## src/rtl/bfp_pkg.sv

```systemverilog
package bfp_pkg;
  localparam logic [5:0] OFS_ID_LO = 6'h00;
  localparam logic [5:0] OFS_ID_HI = 6'h04;
  localparam logic [5:0] OFS_BUSY  = 6'h08;
  localparam logic [5:0] OFS_RXCNT = 6'h0C;
  localparam logic [5:0] OFS_TXCNT = 6'h10;
  localparam logic [5:0] OFS_ICTL  = 6'h14;
  localparam logic [5:0] OFS_INFO  = 6'h18;
  localparam logic [5:0] OFS_RXDAT = 6'h1C;
  localparam logic [5:0] OFS_TXDAT = 6'h20;

  localparam int FLAG_TX   = 0;
  localparam int FLAG_RX   = 1;
  localparam int FLAG_TEST = 31;

  typedef enum logic [1:0] {TX_IDLE, TX_LOAD, TX_SEND} tx_state_e;

  // A string literal places its first character in the top byte; the
  // window wants it in the bottom byte, so reverse the byte order.
  function automatic logic [63:0] chars_lsb_first(input logic [63:0] s);
    logic [63:0] r;
    for (int i = 0; i < 8; i++) r[8*i +: 8] = s[8*(7-i) +: 8];
    return r;
  endfunction
endpackage

```

## src/rtl/bfp_rx.sv

```systemverilog
module bfp_rx #(
  parameter int DEPTH = 64,
  parameter int CW    = 17
) (
  input  logic          clk,
  input  logic          rst_n,
  input  logic          in_valid,
  input  logic [7:0]    in_data,
  input  logic          in_last,
  output logic          in_ready,
  input  logic          pop_req,
  output logic [7:0]    pop_data,
  output logic [CW-1:0] count,
  output logic          filling,
  output logic          frame_done
);
  localparam int AW = $clog2(DEPTH);
  localparam int PW = $clog2(DEPTH + 1);

  logic [7:0]    mem [DEPTH];
  logic [PW-1:0] fill_len;
  logic [PW-1:0] rd_ptr;
  logic          accept;

  // Length after one more byte, saturating at the buffer depth.
  function automatic logic [PW-1:0] grow(input logic [PW-1:0] n);
    return (n < PW'(DEPTH)) ? n + PW'(1) : PW'(DEPTH);
  endfunction

  assign in_ready   = (count == '0);
  assign accept     = in_valid && in_ready;
  assign frame_done = accept && in_last;
  assign filling    = (fill_len != '0);
  assign pop_data   = (count != '0) ? mem[rd_ptr[AW-1:0]] : 8'h00;

  always_ff @(posedge clk) begin
    if (accept && fill_len < PW'(DEPTH)) mem[fill_len[AW-1:0]] <= in_data;
  end

  always_ff @(posedge clk) begin
    if (!rst_n) begin
      count    <= '0;
      fill_len <= '0;
      rd_ptr   <= '0;
    end else if (accept) begin
      if (in_last) begin
        count    <= CW'(grow(fill_len));
        fill_len <= '0;
        rd_ptr   <= '0;
      end else begin
        fill_len <= grow(fill_len);
      end
    end else if (pop_req && count != '0) begin
      count  <= count - CW'(1);
      rd_ptr <= rd_ptr + PW'(1);
    end
  end
endmodule

```

## src/rtl/bfp_tx.sv

```systemverilog
module bfp_tx
  import bfp_pkg::*;
#(
  parameter int DEPTH = 64,
  parameter int CW    = 17
) (
  input  logic          clk,
  input  logic          rst_n,
  input  logic          arm_we,
  input  logic [31:0]   arm_val,
  input  logic          data_we,
  input  logic [7:0]    data_byte,
  output logic          out_valid,
  output logic [7:0]    out_data,
  output logic          out_last,
  input  logic          out_ready,
  output logic [CW-1:0] count,
  output logic          active,
  output logic          frame_sent
);
  localparam int AW = $clog2(DEPTH);
  localparam int PW = $clog2(DEPTH + 1);

  tx_state_e     state;
  logic [7:0]    mem [DEPTH];
  logic [PW-1:0] len_q;
  logic [PW-1:0] wr_idx;
  logic [PW-1:0] rd_idx;
  logic          load_we;

  // An armed length larger than the buffer is cut to the buffer depth.
  function automatic logic [PW-1:0] clamp_len(input logic [31:0] v);
    return (v > 32'(DEPTH)) ? PW'(DEPTH) : PW'(v);
  endfunction

  assign load_we    = (state == TX_LOAD) && data_we;
  assign out_valid  = (state == TX_SEND);
  assign out_data   = mem[rd_idx[AW-1:0]];
  assign out_last   = out_valid && (rd_idx + PW'(1) == len_q);
  assign frame_sent = out_valid && out_ready && out_last;
  assign active     = (state != TX_IDLE);
  assign count      = CW'(len_q);

  always_ff @(posedge clk) begin
    if (load_we) mem[wr_idx[AW-1:0]] <= data_byte;
  end

  always_ff @(posedge clk) begin
    if (!rst_n) begin
      state  <= TX_IDLE;
      len_q  <= '0;
      wr_idx <= '0;
      rd_idx <= '0;
    end else begin
      unique case (state)
        TX_IDLE: if (arm_we && arm_val != 32'd0) begin
          len_q  <= clamp_len(arm_val);
          wr_idx <= '0;
          state  <= TX_LOAD;
        end
        TX_LOAD: if (data_we) begin
          wr_idx <= wr_idx + PW'(1);
          if (wr_idx + PW'(1) == len_q) begin
            rd_idx <= '0;
            state  <= TX_SEND;
          end
        end
        TX_SEND: if (out_ready) begin
          if (out_last) begin
            len_q <= '0;
            state <= TX_IDLE;
          end else begin
            rd_idx <= rd_idx + PW'(1);
          end
        end
        default: state <= TX_IDLE;
      endcase
    end
  end
endmodule

```

## src/rtl/bfp_irq.sv

```systemverilog
module bfp_irq
  import bfp_pkg::*;
(
  input  logic        clk,
  input  logic        rst_n,
  input  logic        wr_en,
  input  logic [31:0] wdata,
  input  logic        tx_evt,
  input  logic        rx_evt,
  output logic [31:0] flags,
  output logic        irq
);
  logic tx_f, rx_f, test_f;

  always_ff @(posedge clk) begin
    if (!rst_n) begin
      tx_f   <= 1'b0;
      rx_f   <= 1'b0;
      test_f <= 1'b0;
    end else begin
      // A completion event in the same cycle as a clear wins.
      if (tx_evt)                        tx_f <= 1'b1;
      else if (wr_en && wdata[FLAG_TX])  tx_f <= 1'b0;
      if (rx_evt)                        rx_f <= 1'b1;
      else if (wr_en && wdata[FLAG_RX])  rx_f <= 1'b0;
      if (wr_en && wdata == 32'd0)       test_f <= 1'b0;
      else if (wr_en && wdata[FLAG_TEST]) test_f <= 1'b1;
    end
  end

  always_comb begin
    flags            = '0;
    flags[FLAG_TX]   = tx_f;
    flags[FLAG_RX]   = rx_f;
    flags[FLAG_TEST] = test_f;
  end

  assign irq = tx_f | rx_f | test_f;
endmodule

```

## src/rtl/bfp_top.sv

```systemverilog
module bfp_top
  import bfp_pkg::*;
#(
  parameter int          DEPTH      = 64,
  parameter int          MAX_FRAME  = 65536,
  parameter logic [63:0] ID_TEXT    = "BYTEPRT1",
  parameter logic [31:0] INFO_VALUE = 32'h0
) (
  input  logic        clk,
  input  logic        rst_n,
  input  logic        bus_rd,
  input  logic        bus_wr,
  input  logic [5:0]  bus_addr,
  input  logic [31:0] bus_wdata,
  output logic [31:0] bus_rdata,
  input  logic        rx_valid,
  input  logic [7:0]  rx_data,
  input  logic        rx_last,
  output logic        rx_ready,
  output logic        tx_valid,
  output logic [7:0]  tx_data,
  output logic        tx_last,
  input  logic        tx_ready,
  output logic        irq
);
  localparam int          CW      = $clog2(MAX_FRAME + 1);
  localparam logic [63:0] ID_WORD = chars_lsb_first(ID_TEXT);

  logic          rx_pop, tx_arm_we, tx_dat_we, ictl_we;
  logic [7:0]    rx_byte;
  logic [CW-1:0] rx_cnt, tx_cnt;
  logic          rx_filling, rx_frame_done;
  logic          tx_active, tx_frame_sent;
  logic [31:0]   ictl_val;
  logic          busy;
  logic [31:0]   rd_value;

  assign rx_pop    = bus_rd && bus_addr == OFS_RXDAT;
  assign tx_arm_we = bus_wr && bus_addr == OFS_TXCNT;
  assign tx_dat_we = bus_wr && bus_addr == OFS_TXDAT;
  assign ictl_we   = bus_wr && bus_addr == OFS_ICTL;
  assign busy      = rx_filling || tx_active;

  bfp_rx #(.DEPTH(DEPTH), .CW(CW)) rx_i (
    .clk(clk), .rst_n(rst_n),
    .in_valid(rx_valid), .in_data(rx_data), .in_last(rx_last), .in_ready(rx_ready),
    .pop_req(rx_pop), .pop_data(rx_byte), .count(rx_cnt),
    .filling(rx_filling), .frame_done(rx_frame_done)
  );

  bfp_tx #(.DEPTH(DEPTH), .CW(CW)) tx_i (
    .clk(clk), .rst_n(rst_n),
    .arm_we(tx_arm_we), .arm_val(bus_wdata),
    .data_we(tx_dat_we), .data_byte(bus_wdata[7:0]),
    .out_valid(tx_valid), .out_data(tx_data), .out_last(tx_last), .out_ready(tx_ready),
    .count(tx_cnt), .active(tx_active), .frame_sent(tx_frame_sent)
  );

  bfp_irq irq_i (
    .clk(clk), .rst_n(rst_n),
    .wr_en(ictl_we), .wdata(bus_wdata),
    .tx_evt(tx_frame_sent), .rx_evt(rx_frame_done),
    .flags(ictl_val), .irq(irq)
  );

  always_comb begin
    unique case (bus_addr)
      OFS_ID_LO: rd_value = ID_WORD[31:0];
      OFS_ID_HI: rd_value = ID_WORD[63:32];
      OFS_BUSY:  rd_value = {31'd0, busy};
      OFS_RXCNT: rd_value = 32'(rx_cnt);
      OFS_TXCNT: rd_value = 32'(tx_cnt);
      OFS_ICTL:  rd_value = ictl_val;
      OFS_INFO:  rd_value = INFO_VALUE;
      OFS_RXDAT: rd_value = {24'd0, rx_byte};
      default:   rd_value = 32'd0;
    endcase
  end

  always_ff @(posedge clk) begin
    if (!rst_n)      bus_rdata <= 32'd0;
    else if (bus_rd) bus_rdata <= rd_value;
  end
endmodule

```

## config.mk

```make
export PLATFORM = sky130hd
export DESIGN_NAME = bfp_top
export DESIGN_NICKNAME = d
export VERILOG_FILES = /design/src/rtl/bfp_pkg.sv /design/src/rtl/bfp_rx.sv /design/src/rtl/bfp_tx.sv /design/src/rtl/bfp_irq.sv /design/src/rtl/bfp_top.sv
export SDC_FILE = /design/constraint.sdc
export NUM_CORES = 1
export LEC_CHECK = 0
export BUFFER_PORTS_ARGS = -buffer_cell sky130_fd_sc_hd__buf_2
export CORE_AREA = 2 2 404 206
export CTS_CLUSTER_SIZE = 8
export DETAILED_ROUTE_END_ITERATION = 10
export DIE_AREA = 0 0 406 208
export PLACE_DENSITY = 0.79
export SYNTH_ARGS = -nofsm -noshare
export SYNTH_HDL_FRONTEND = slang
export SYNTH_HIERARCHICAL = 1
export SYNTH_SLANG_ARGS = --single-unit
export TNS_END_PERCENT = 100
```

## constraint.sdc

```tcl
create_clock -name clk -period 2.92 [get_ports clk]
set_clock_uncertainty 0.05 [all_clocks]
set_input_delay 0.146 -clock clk [delete_from_list [all_inputs] [get_ports clk]]
set_output_delay 0.146 -clock clk [all_outputs]
set_load 0.01 [all_outputs]
```

# Word-level counts from Yosys, hierarchy flattened
# Memories as Yosys holds them, arrays and structs flattened. A register that Yosys moved wholly into a read port is not among the register bits.
# Cells that the tools add are included.
[classes]
add_sub_neg = 5
multipliers = 0
div = 0
n_lt_le_gt_ge = 2
eq_ne = 18
n_shift = 0
mux = 41
n_bitwise = 3
reduce_logical = 38
[ops]
columns = ["op", "n"]
rows = [
  ["case mux 32 bit (7 select lines)", 1],
  ["two-way mux 7 bit", 15],
  ["two-way mux 17 bit", 3],
  ["case mux 7 bit (2 select lines)", 3],
  ["greater-than comparator 32 x 7 -> 1 bit (second input constant)", 1],
  ["logical NOT 32 bit", 1],
  ["nonzero test 32 bit", 1],
  ["adder 7 x 1 -> 7 bit (second input constant)", 4],
  ["two-way mux 6 bit", 4],
  ["== test 6 x 5 -> 1 bit (second input constant)", 3],
  ["logical AND 1 bit", 17],
  ["logical NOT 17 bit", 1],
  ["nonzero test 17 bit", 1],
  ["subtractor 17 x 1 -> 17 bit (second input constant)", 1],
  ["== test 7 bit", 2],
  ["nonzero test 2 bit", 7],
  ["== test 6 x 4 -> 1 bit (second input constant)", 2],
  ["two-way mux 2 bit", 5],
  ["inequality test 2 bit (second input constant)", 5],
  ["AND reduction 5 bit", 2],
  ["two-way mux 1 bit", 8],
  ["two-way mux 8 bit", 1],
  ["less-than comparator 7 bit (second input constant)", 1],
  ["nonzero test 7 bit", 1],
  ["other kinds (15)", 17],
]
[word_totals]
regBits = 89
latchBits = 0
ram_bits = 1024
rom_bits = 0
in_bits = 53
out_inout_bits = 44
wordCells = 120
n_memories = 2
[mem_list]
columns = ["memory", "depth", "width", "read_ports", "rd_clocked_by_memory_dff", "wr", "line", "rtl"]
rows = [
  ["rx_i.mem", 64, 8, 1, 1, 1, "bfp_rx.sv:20", "logic [7:0] mem [DEPTH];"],
  ["tx_i.mem", 64, 8, 1, 1, 1, "bfp_tx.sv:25", "logic [7:0] mem [DEPTH];"],
]

# Logic depth before layout (Yosys ltp)
# Gate-level depths: netlist of the first run.
[logic_depth]
depth_word = 8
depth_mapped = 14
ltp_nobuf = 12

# Cells and area by module
# Netlist of the first run, hierarchy kept.
[by_module_without_submodules]
columns = ["mod", "n_inst", "cells_per_inst", "area_per_inst_um2", "seq_area_each_um2"]
rows = [
  ["bfp_rx", 1, 1114, 21981.1, 16095.4],
  ["bfp_tx", 1, 1073, 21618.2, 15955.3],
  ["bfp_top", 1, 199, 1675.4, 640.6],
  ["bfp_irq", 1, 57, 447.9, 60.1],
]

# Least setup slack after synthesis of the first run
# OpenSTA, ideal clock, no wires.
[synth_timing]
path_kind = "flip-flop to flip-flop"
start = "register (tool-made name)"
end = "register bus_rdata[6]"
setup_ps = 129
t_arrival_ps = 2526
required_time_ps = 2741
setup_slack_ps = 215
stages_incl_launch_ff = 12
n_path_buf = 3
synth_period_minus_slack_ps = 2705
path_cell_list = "dfxtp_1 buf_4 buf_4 buf_2 mux4_2 mux2i_1 mux2i_1 o21ai_0 o22ai_1 mux2_2 a32oi_1 o21ai_0"
[synth_lines]
columns = ["element", "line", "rtl"]
rows = [
  ["to (signal assigned)", "bfp_top.sv:82", "else if (bus_rd) bus_rdata <= rd_value;"],
  ["to (decl)", "bfp_top.sv:15", "output logic [31:0] bus_rdata,"],
]

==> results.tsv, run 1 <==
metric	value	unit
grt_pass1_wl	187000	um
power.switching	9.57	mW
hold_viol_final	0	
ys_ff_latch	1124	
drive_gt1_frac	0.323	
drc_errors	0	
fin_util	0.670	
peakVddDrop	0.496	mV
track_usage	0.309	
placed_cells	3769	
dieArea	84400	sq um
cts-root-buf	clkbuf_16	
grt_max_degree	67	
worst_pin_slew	1.32	ns
use_met2	0.412	
antenna_found_initial	8	
fp.coreArea	80800	sq um
crit_fanout	11	
clock_sinks	1124	
synth.most_common_cell	edfxtp_1	
synth_edf_count	1024	
post-route-period-util	1.18	
crit_required	2.72	ns
setup_violations	8	
rrSetupSlack	0.04	ns
die_w	406	um
synth-seq-area-share	0.716	
cap_violations	0	
io_buffers	96	
routabilityCongestion	0.940	
whs_path_depth	1	
rsz0062_at_grt	yes	
synth_top_area_share	0.673	
initial_utilization	0.566	
seq_power_share	0.465	
finalInstanceArea	54100	sq um
p_leak	17.3	nW
synth_flop_cell	edfxtp_1	
placed_cell_area	48900	sq um
vias	27128	
timing.final.crit_period	3.44	ns
syn2layout_area_growth	18.4	%
r2r-end	bus_rdata[2]	
yosysUniqueCellTypes	89	
synthCells	2443	
fin_cells	4041	
wire_per_inst	31.8	um
io_pins	97	
num_rows	74	
p_total	38.8	mW
path_class	flip-flop to primary output	
synth_common_cells	1024 x edfxtp_1, 293 x mux4_2, 168 x nor2_1	
synth-async-reset-ratio	0	
violations	setup timing	
htreeDepth	4	
drtAntennaViolNets	0	
holdCritStartpoint	rx_data[0]	
multi_input_area	12300	sq um
startpoint_type	flip-flop	
busiest_layer	met1	
holdPathEnd	rx_i/mem[21][0]	
clk_pin_slew	0.05	ns
synth-warning-count	6	
dp_worst_setup_slack	-0.122	ns
finalWorstSetupSlack	-0.520	ns
worstSetupEndpointType	primary output	
powerDensity	716	nW/um^2
slew_headroom	0.120	
use_met3	0.135	
grt_pass1_vias	26779	
switching_share	0.247	
cts_buffer_depth	3	
yosys-top-cells-area	edfxtp_1 67%, mux4_2 14%, dfxtp_1 4.4%	
cp.arrival	3.24	ns
viasPerCell	6.71	
cts_buffers	158	
timing.fmax	291	MHz
cts_tree	built	
p_clk_frac	0.430	
combPwrFrac	0.105	
wirelength	128000	um
firstDrtPassIters	9	
fp.dieH	208	um
synth_top_area_cell	edfxtp_1	
initialDrtViolationCount	4940	
finalMaxSlewViolations	0	
p_int	29.2	mW
overflow	0	
clkLatencyLatePin	0.74	ns
status	finished, violations left	
num-fill-cells	4985	
reg2reg_depth	7	
syn_area	45700	sq um
seqCellArea	32800	sq um
hp-class	input pin to flip-flop	
layout.nets	2932	
dpl.hpwl	79200	um
synth.avg_cell_area	18.7	sq um
grt_util_met1	0.473	
[metrics by stage]
stage | setup TNS (ns) | hold slack (ns)
final | -3.56 | 0.0368
after global routing | -4.16 | 0.0413
after CTS | -3.38 | 0.0244
after detailed placement | -10.38 | 0.392
after global placement | -0.595 | 0.389
after floorplan | 0 | 0.195
[kinds of logic (layout without fill, tap and decap cells)]
logic type               Yosys count  in the layout  share of synthesized area
flip-flops                      1124           1124                      0.716
AND/OR/NAND/NOR                  503            503                     0.0569
multiplexers                     384            384                      0.166
AO/OA/AOI/OAI                    214            214                     0.0309
buffers and inverters            187            642                     0.0230
XOR/XNOR                          22             22                    0.00454
adder cells (fa/ha/maj)            7              7                    0.00192
other                              2             43                   0.000164
[registers in the layout, summed over array words and instances (netlist names), named ones only]
name,count
rx_i/mem,512
tx_i/mem,512
bus_rdata,32
rx_i/count,17
rx_i/fill_len,7
tx_i/len_q,7
tx_i/rd_idx,7
tx_i/wr_idx,7
rx_i/rd_ptr,6
tx_i/state,2
irq_i/rx_f,1
irq_i/test_f,1
irq_i/tx_f,1
[cell usage in the layout, fill, tap and decap left out, types with 32 or more instances in the layout]
master,netlist,final
a21oi_1,46,46
buf_2,40,93
buf_4,53,246
clkbuf_1,61,49
clkbuf_16,0,161
conb_1,2,39
dfxtp_1,100,92
dlygate4sd3_1,0,32
edfxtp_1,1024,1024
mux2i_1,64,62
mux4_2,293,293
nand2_1,91,89
nand3_1,54,49
nor2_1,168,167
o21ai_0,48,48
[power groups by stage]
stage | logic [mW] | clock network, mW | registers [mW]
floorplan | 2.13 | 0 | 18.2
global placement | 3.62 | 0 | 18.3
detailed placement | 3.73 | 0 | 18.3
CTS | 3.83 | 16.8 | 18.0
global route | 4.22 | 17.5 | 18.0
finish | 4.07 | 16.7 | 18.0
[final cells by class]
| type | instances | share of cell area |
|---|---|---|
| diodes | 4 | 0.000185 |
| clock buffers | 210 | 0.0778 |
| clock inverters | 13 | 0.00307 |
| inverters | 12 | 0.000878 |
| multi-input cells | 1169 | 0.227 |
| flip-flops and latches | 1124 | 0.605 |
| well taps | 1102 | 0.0255 |
| repair buffers | 407 | 0.0605 |
[metal layers]
| metal | wire, um | part of all wire |
|---|---|---|
| met1 | 50400 | 0.39 |
| met4 | 2850 | 0.022 |
| met2 | 53300 | 0.41 |
| met5 | 20 | 0.00016 |
| met3 | 21900 | 0.17 |
[critical path: stages, from the launching register on]
cell	delay (ns)
dfxtp_4	0.37
buf_12	0.19
buf_12	0.13
buf_16	0.15
mux4_2	0.61
mux4_2	0.63
nor2b_4	0.21
nor3_1	0.06
buf_2	0.14
[worst max-delay path by stage]
stage | to | startpoint | cells past startpoint
after floorplan | bus_rdata[6] | flip-flop | 11
final | tx_data[6] | flip-flop | 8
after CTS | tx_data[3] | flip-flop | 8
after detailed placement | rx_i/mem[48][2] | rx_i/count[10] | 7
after global routing | tx_data[6] | flip-flop | 8
after global placement | bus_rdata[4] | rx_i/count[1] | 13
[repair_timing]
item                       in CTS  in global routing
resized for setup              49                 23
setup endpoints to repair     139                 29
hold endpoints to repair      151                  0
pin swaps                       4                  3
cloned                          2                  0
hold buffers                   32                  0
setup buffers                   8                  3
(Power assumes the default switching activity.)
==> run 2, diff against run 1 <==
Settings changed: CORE_AREA 2 2 404 206 to 2 2 448 228, CTS_BUF_LIST set to sky130_fd_sc_hd__clkbuf_8, DIE_AREA 0 0 406 208 to 0 0 450 230, PLACE_DENSITY 0.79 to 0.66, SYNTH_HIERARCHICAL 1 to not set.
==> run 2 against run 1 <==
  * The flow still finishes with violations (setup timing)
  * Critical path depth shrank 2
  * Area after synthesis shrank 2.8%
  * Setup slack lost 0.24 ns
  * Via count shrank 6.4%
  * Sequential power shrank 2%
  * Flip-flop and latch count shrank 11
  * Critical path type unchanged
  * Die area grew 23%
==> results.tsv, run 2 <==
metric	value	unit	change
grt_pass1_vias	25162		-6.0%
rsz0062_at_grt	yes		
initial_utilization	0.447		-0.118
p_leak	16.2	nW	-6.4%
syn_area	44400	sq um	-2.8%
status	finished, violations left		
io_pins	97		unchanged
whs_path_depth	1		unchanged
hold_viol_final	0		unchanged
initialDrtViolationCount	3949		-20%
routabilityCongestion	0.965		+2.7%
cts_buffers	163		+3.2%
placed_cell_area	48100	sq um	-1.6%
htreeDepth	4		unchanged
r2r-start	rx_i.count[8]		
setup_violations	8		unchanged
fp.dieH	230	um	+11%
muxShareOfSynthArea	0.156		-0.0102
io_buffers	90		-6.3%
num_rows	82		+11%
cts-root-buf	clkbuf_8		
ys_ff_latch	1113		-0.98%
synth-adder-area-share	0.00169		-0.000226
synthCells	2339		-4.3%
clk_pin_slew	0.06	ns	about the same
finalWorstSetupSlack	-0.761	ns	-0.241 ns
clock_sinks	1113		-0.98%
antenna_found_initial	5		-3
crit_fanout	8		-3
placed_cells	3888		+3.2%
mostFrequentLayoutCells	1024 x edfxtp_1, 296 x mux4_2, 240 x buf_4, 186 x nor2_1, 166 x clkbuf_8		
drc_errors	0		unchanged
p_total	30.4	mW	-22%
slew_headroom	0.160		+0.0397
synth_common_cells	1024 x edfxtp_1, 296 x mux4_2, 188 x nor2_1		
hp-class	input pin to flip-flop		
synth_top_area_share	0.692		+0.0195
powerDensity	590	nW/um^2	-18%
clkLatencyLatePin	0.88	ns	+0.14 ns
cp.arrival	3.48	ns	+0.24 ns
drtAntennaViolNets	0		unchanged
synth_top_family_by_area	multiplexers		
worst_pin_slew	1.26	ns	-0.0596 ns
synth-async-reset-ratio	0		unchanged
cap_violations	0		unchanged
synth-warning-count	0		-6
vias	25390		-6.4%
timing.final.crit_period	3.68	ns	+0.241 ns
startpoint_type	flip-flop		
rrSetupSlack	0.06	ns	+0.02 ns
synth.most_common_cell	edfxtp_1		
synth-simple-area-share	0.0502		-0.00663
final_common_cell	edfxtp_1		
dieArea	104000	sq um	+23%
synth_edf_count	1024		unchanged
path_class	flip-flop to primary output		
finalInstanceArea	51500	sq um	-4.8%
fin_cells	4173		+3.3%
holdCritStartpoint	rx_data[0]		
firstDrtPassIters	5		-4
die_w	450	um	+11%
fp.coreArea	99300	sq um	+23%
holdPathEnd	rx_i.mem[27][0]		
synth-seq-area-share	0.732		+0.0158
synth_flop_cell	edfxtp_1		
drive_gt1_frac	0.318		-0.00501
finalMaxSlewViolations	0		unchanged
violations	setup timing		
yosys-top-cells-area	edfxtp_1 69%, mux4_2 15%, dfxtp_1 4.0%		
synth_xor_area_frac	0.00690		+0.00236
wirelength	121000	um	-5.9%
grt_max_degree	68		+1.5%
crit_required	2.72	ns	about the same
peakVddDrop	0.401	mV	-19%
overflow	0		unchanged
dpl.hpwl	79800	um	+0.75%
worstSetupEndpointType	primary output		
r2r-end	rx_i.mem[60][7]		
wire_per_inst	29.0	um	-8.9%
layout.nets	2821		-3.8%
post-route-period-util	1.26		+0.0826
grt_pass1_wl	174000	um	-7.0%
cts_tree	built		
synth_compound_area_frac	0.0360		+0.00506
yosysUniqueCellTypes	75		-16%
num-fill-cells	7881		+58%
synth.avg_cell_area	19.0	sq um	+1.5%
reg2reg_depth	7		unchanged
viasPerCell	6.08		-9.4%
synth_top_area_cell	edfxtp_1		
syn2layout_area_growth	16.0	%	
timing.fmax	272	MHz	-6.5%
track_usage	0.234		-0.0749
cts_buffer_depth	3		unchanged
run 2: cell types whose count changed in the layout (fill, tap and decap cells not counted), moves of 19 or more:
cell       before  now
clkbuf_8        0  166
clkbuf_16     161    4
clkbuf_1       49    0
mux2i_1        62   17
inv_1          10   51
conb_1         39    6
nand2_1        89   65
a21oi_1        46   69
nor2_1        167  186
run 2: worst max-delay path by stage:
stage                                 end  slack [ns]     startpoint
after floorplan           rx_i.mem[44][0]        0.17  rx_i.count[7]
after global placement    rx_i.mem[41][4]        0.03  rx_i.count[8]
after detailed placement   rx_i.mem[8][1]        0.05  rx_i.count[8]
after CTS                      tx_data[0]       -0.82      flip-flop
after global routing           tx_data[3]       -0.83      flip-flop
final                          tx_data[3]       -0.76      flip-flop
run 2: final cells by class:
class | count | area (sq um) | area share
inverters | 14 | 52.6 | 0.00102
clock buffers | 166 | 2280 | 0.0443
well taps | 1344 | 1680 | 0.0326
clock inverters | 64 | 360 | 0.00699
flip-flops and latches | 1113 | 32600 | 0.632
diodes | 2 | 5.00 | 0.0000971
multi-input cells | 1069 | 11200 | 0.218
repair buffers | 401 | 3360 | 0.0652
run 2: repair_timing:
action	CTS	global route
gates resized for setup	14	25
gates cloned	2	5
hold buffers	38	0
pin swaps	2	2
endpoints found under the setup margin	9	156
hold endpoints to repair	841	0
setup buffers	6	3
run 2: logic make-up (layout without fill, tap and decap cells):
family | count (synthesis) | in the layout
and+or+nand+nor | 460 | 460
muxes | 322 | 322
buffers and inverters | 162 | 645
xor gates and xnor gates | 35 | 35
adders and majority gates | 6 | 6
AOI/OAI and AO/OA | 240 | 240
DFF | 1113 | 1113
other | 1 | 8
run 2: layer usage:
| layer | vias up | wire length, um | global-route usage |
|---|---|---|---|
| li1 | 10369 | - | - |
| met1 | 13125 | 52700 | 0.366 |
| met2 | 1716 | 46600 | 0.292 |
| met3 | 178 | 19000 | 0.0987 |
| met4 | 2 | 2430 | 0.0654 |
| met5 | - | 20 | 0 |
run 2: worst max-delay path: stages (launching register included):
cell and delay [ns]:
dfxtp_4 0.41, buf_12 0.19, buf_16 0.16, mux4_2 0.52
mux4_2 0.58, mux4_2 0.59, buf_6 0.16
run 2: per-stage QoR:
stage / setup TNS (ns) / hold WS (ns) / util / worst slack [ns]
6_report: -5.76 / 0.0942 / 0.519 / -0.761
5_1_grt: -6.37 / 0.119 / 0.519 / -0.827
4_1_cts: -6.33 / 0.0133 / 0.517 / -0.822
3_5_place_dp: 0 / 0.409 / 0.484 / 0.0504
3_3_place_gp: 0 / 0.403 / 0.484 / 0.0333
2_1_floorplan: 0 / 0.195 / - / 0.171
run 2: where the power goes:
group | leakage, nW | internal (mW) | switching [mW] | total [mW]
clock network | 1.48 | 5.28 | 5.80 | 11.1
registers | 9.93 | 17.5 | 0.0949 | 17.6
logic | 4.82 | 0.572 | 1.15 | 1.72
total | 16.2 | 23.4 | 7.05 | 30.4
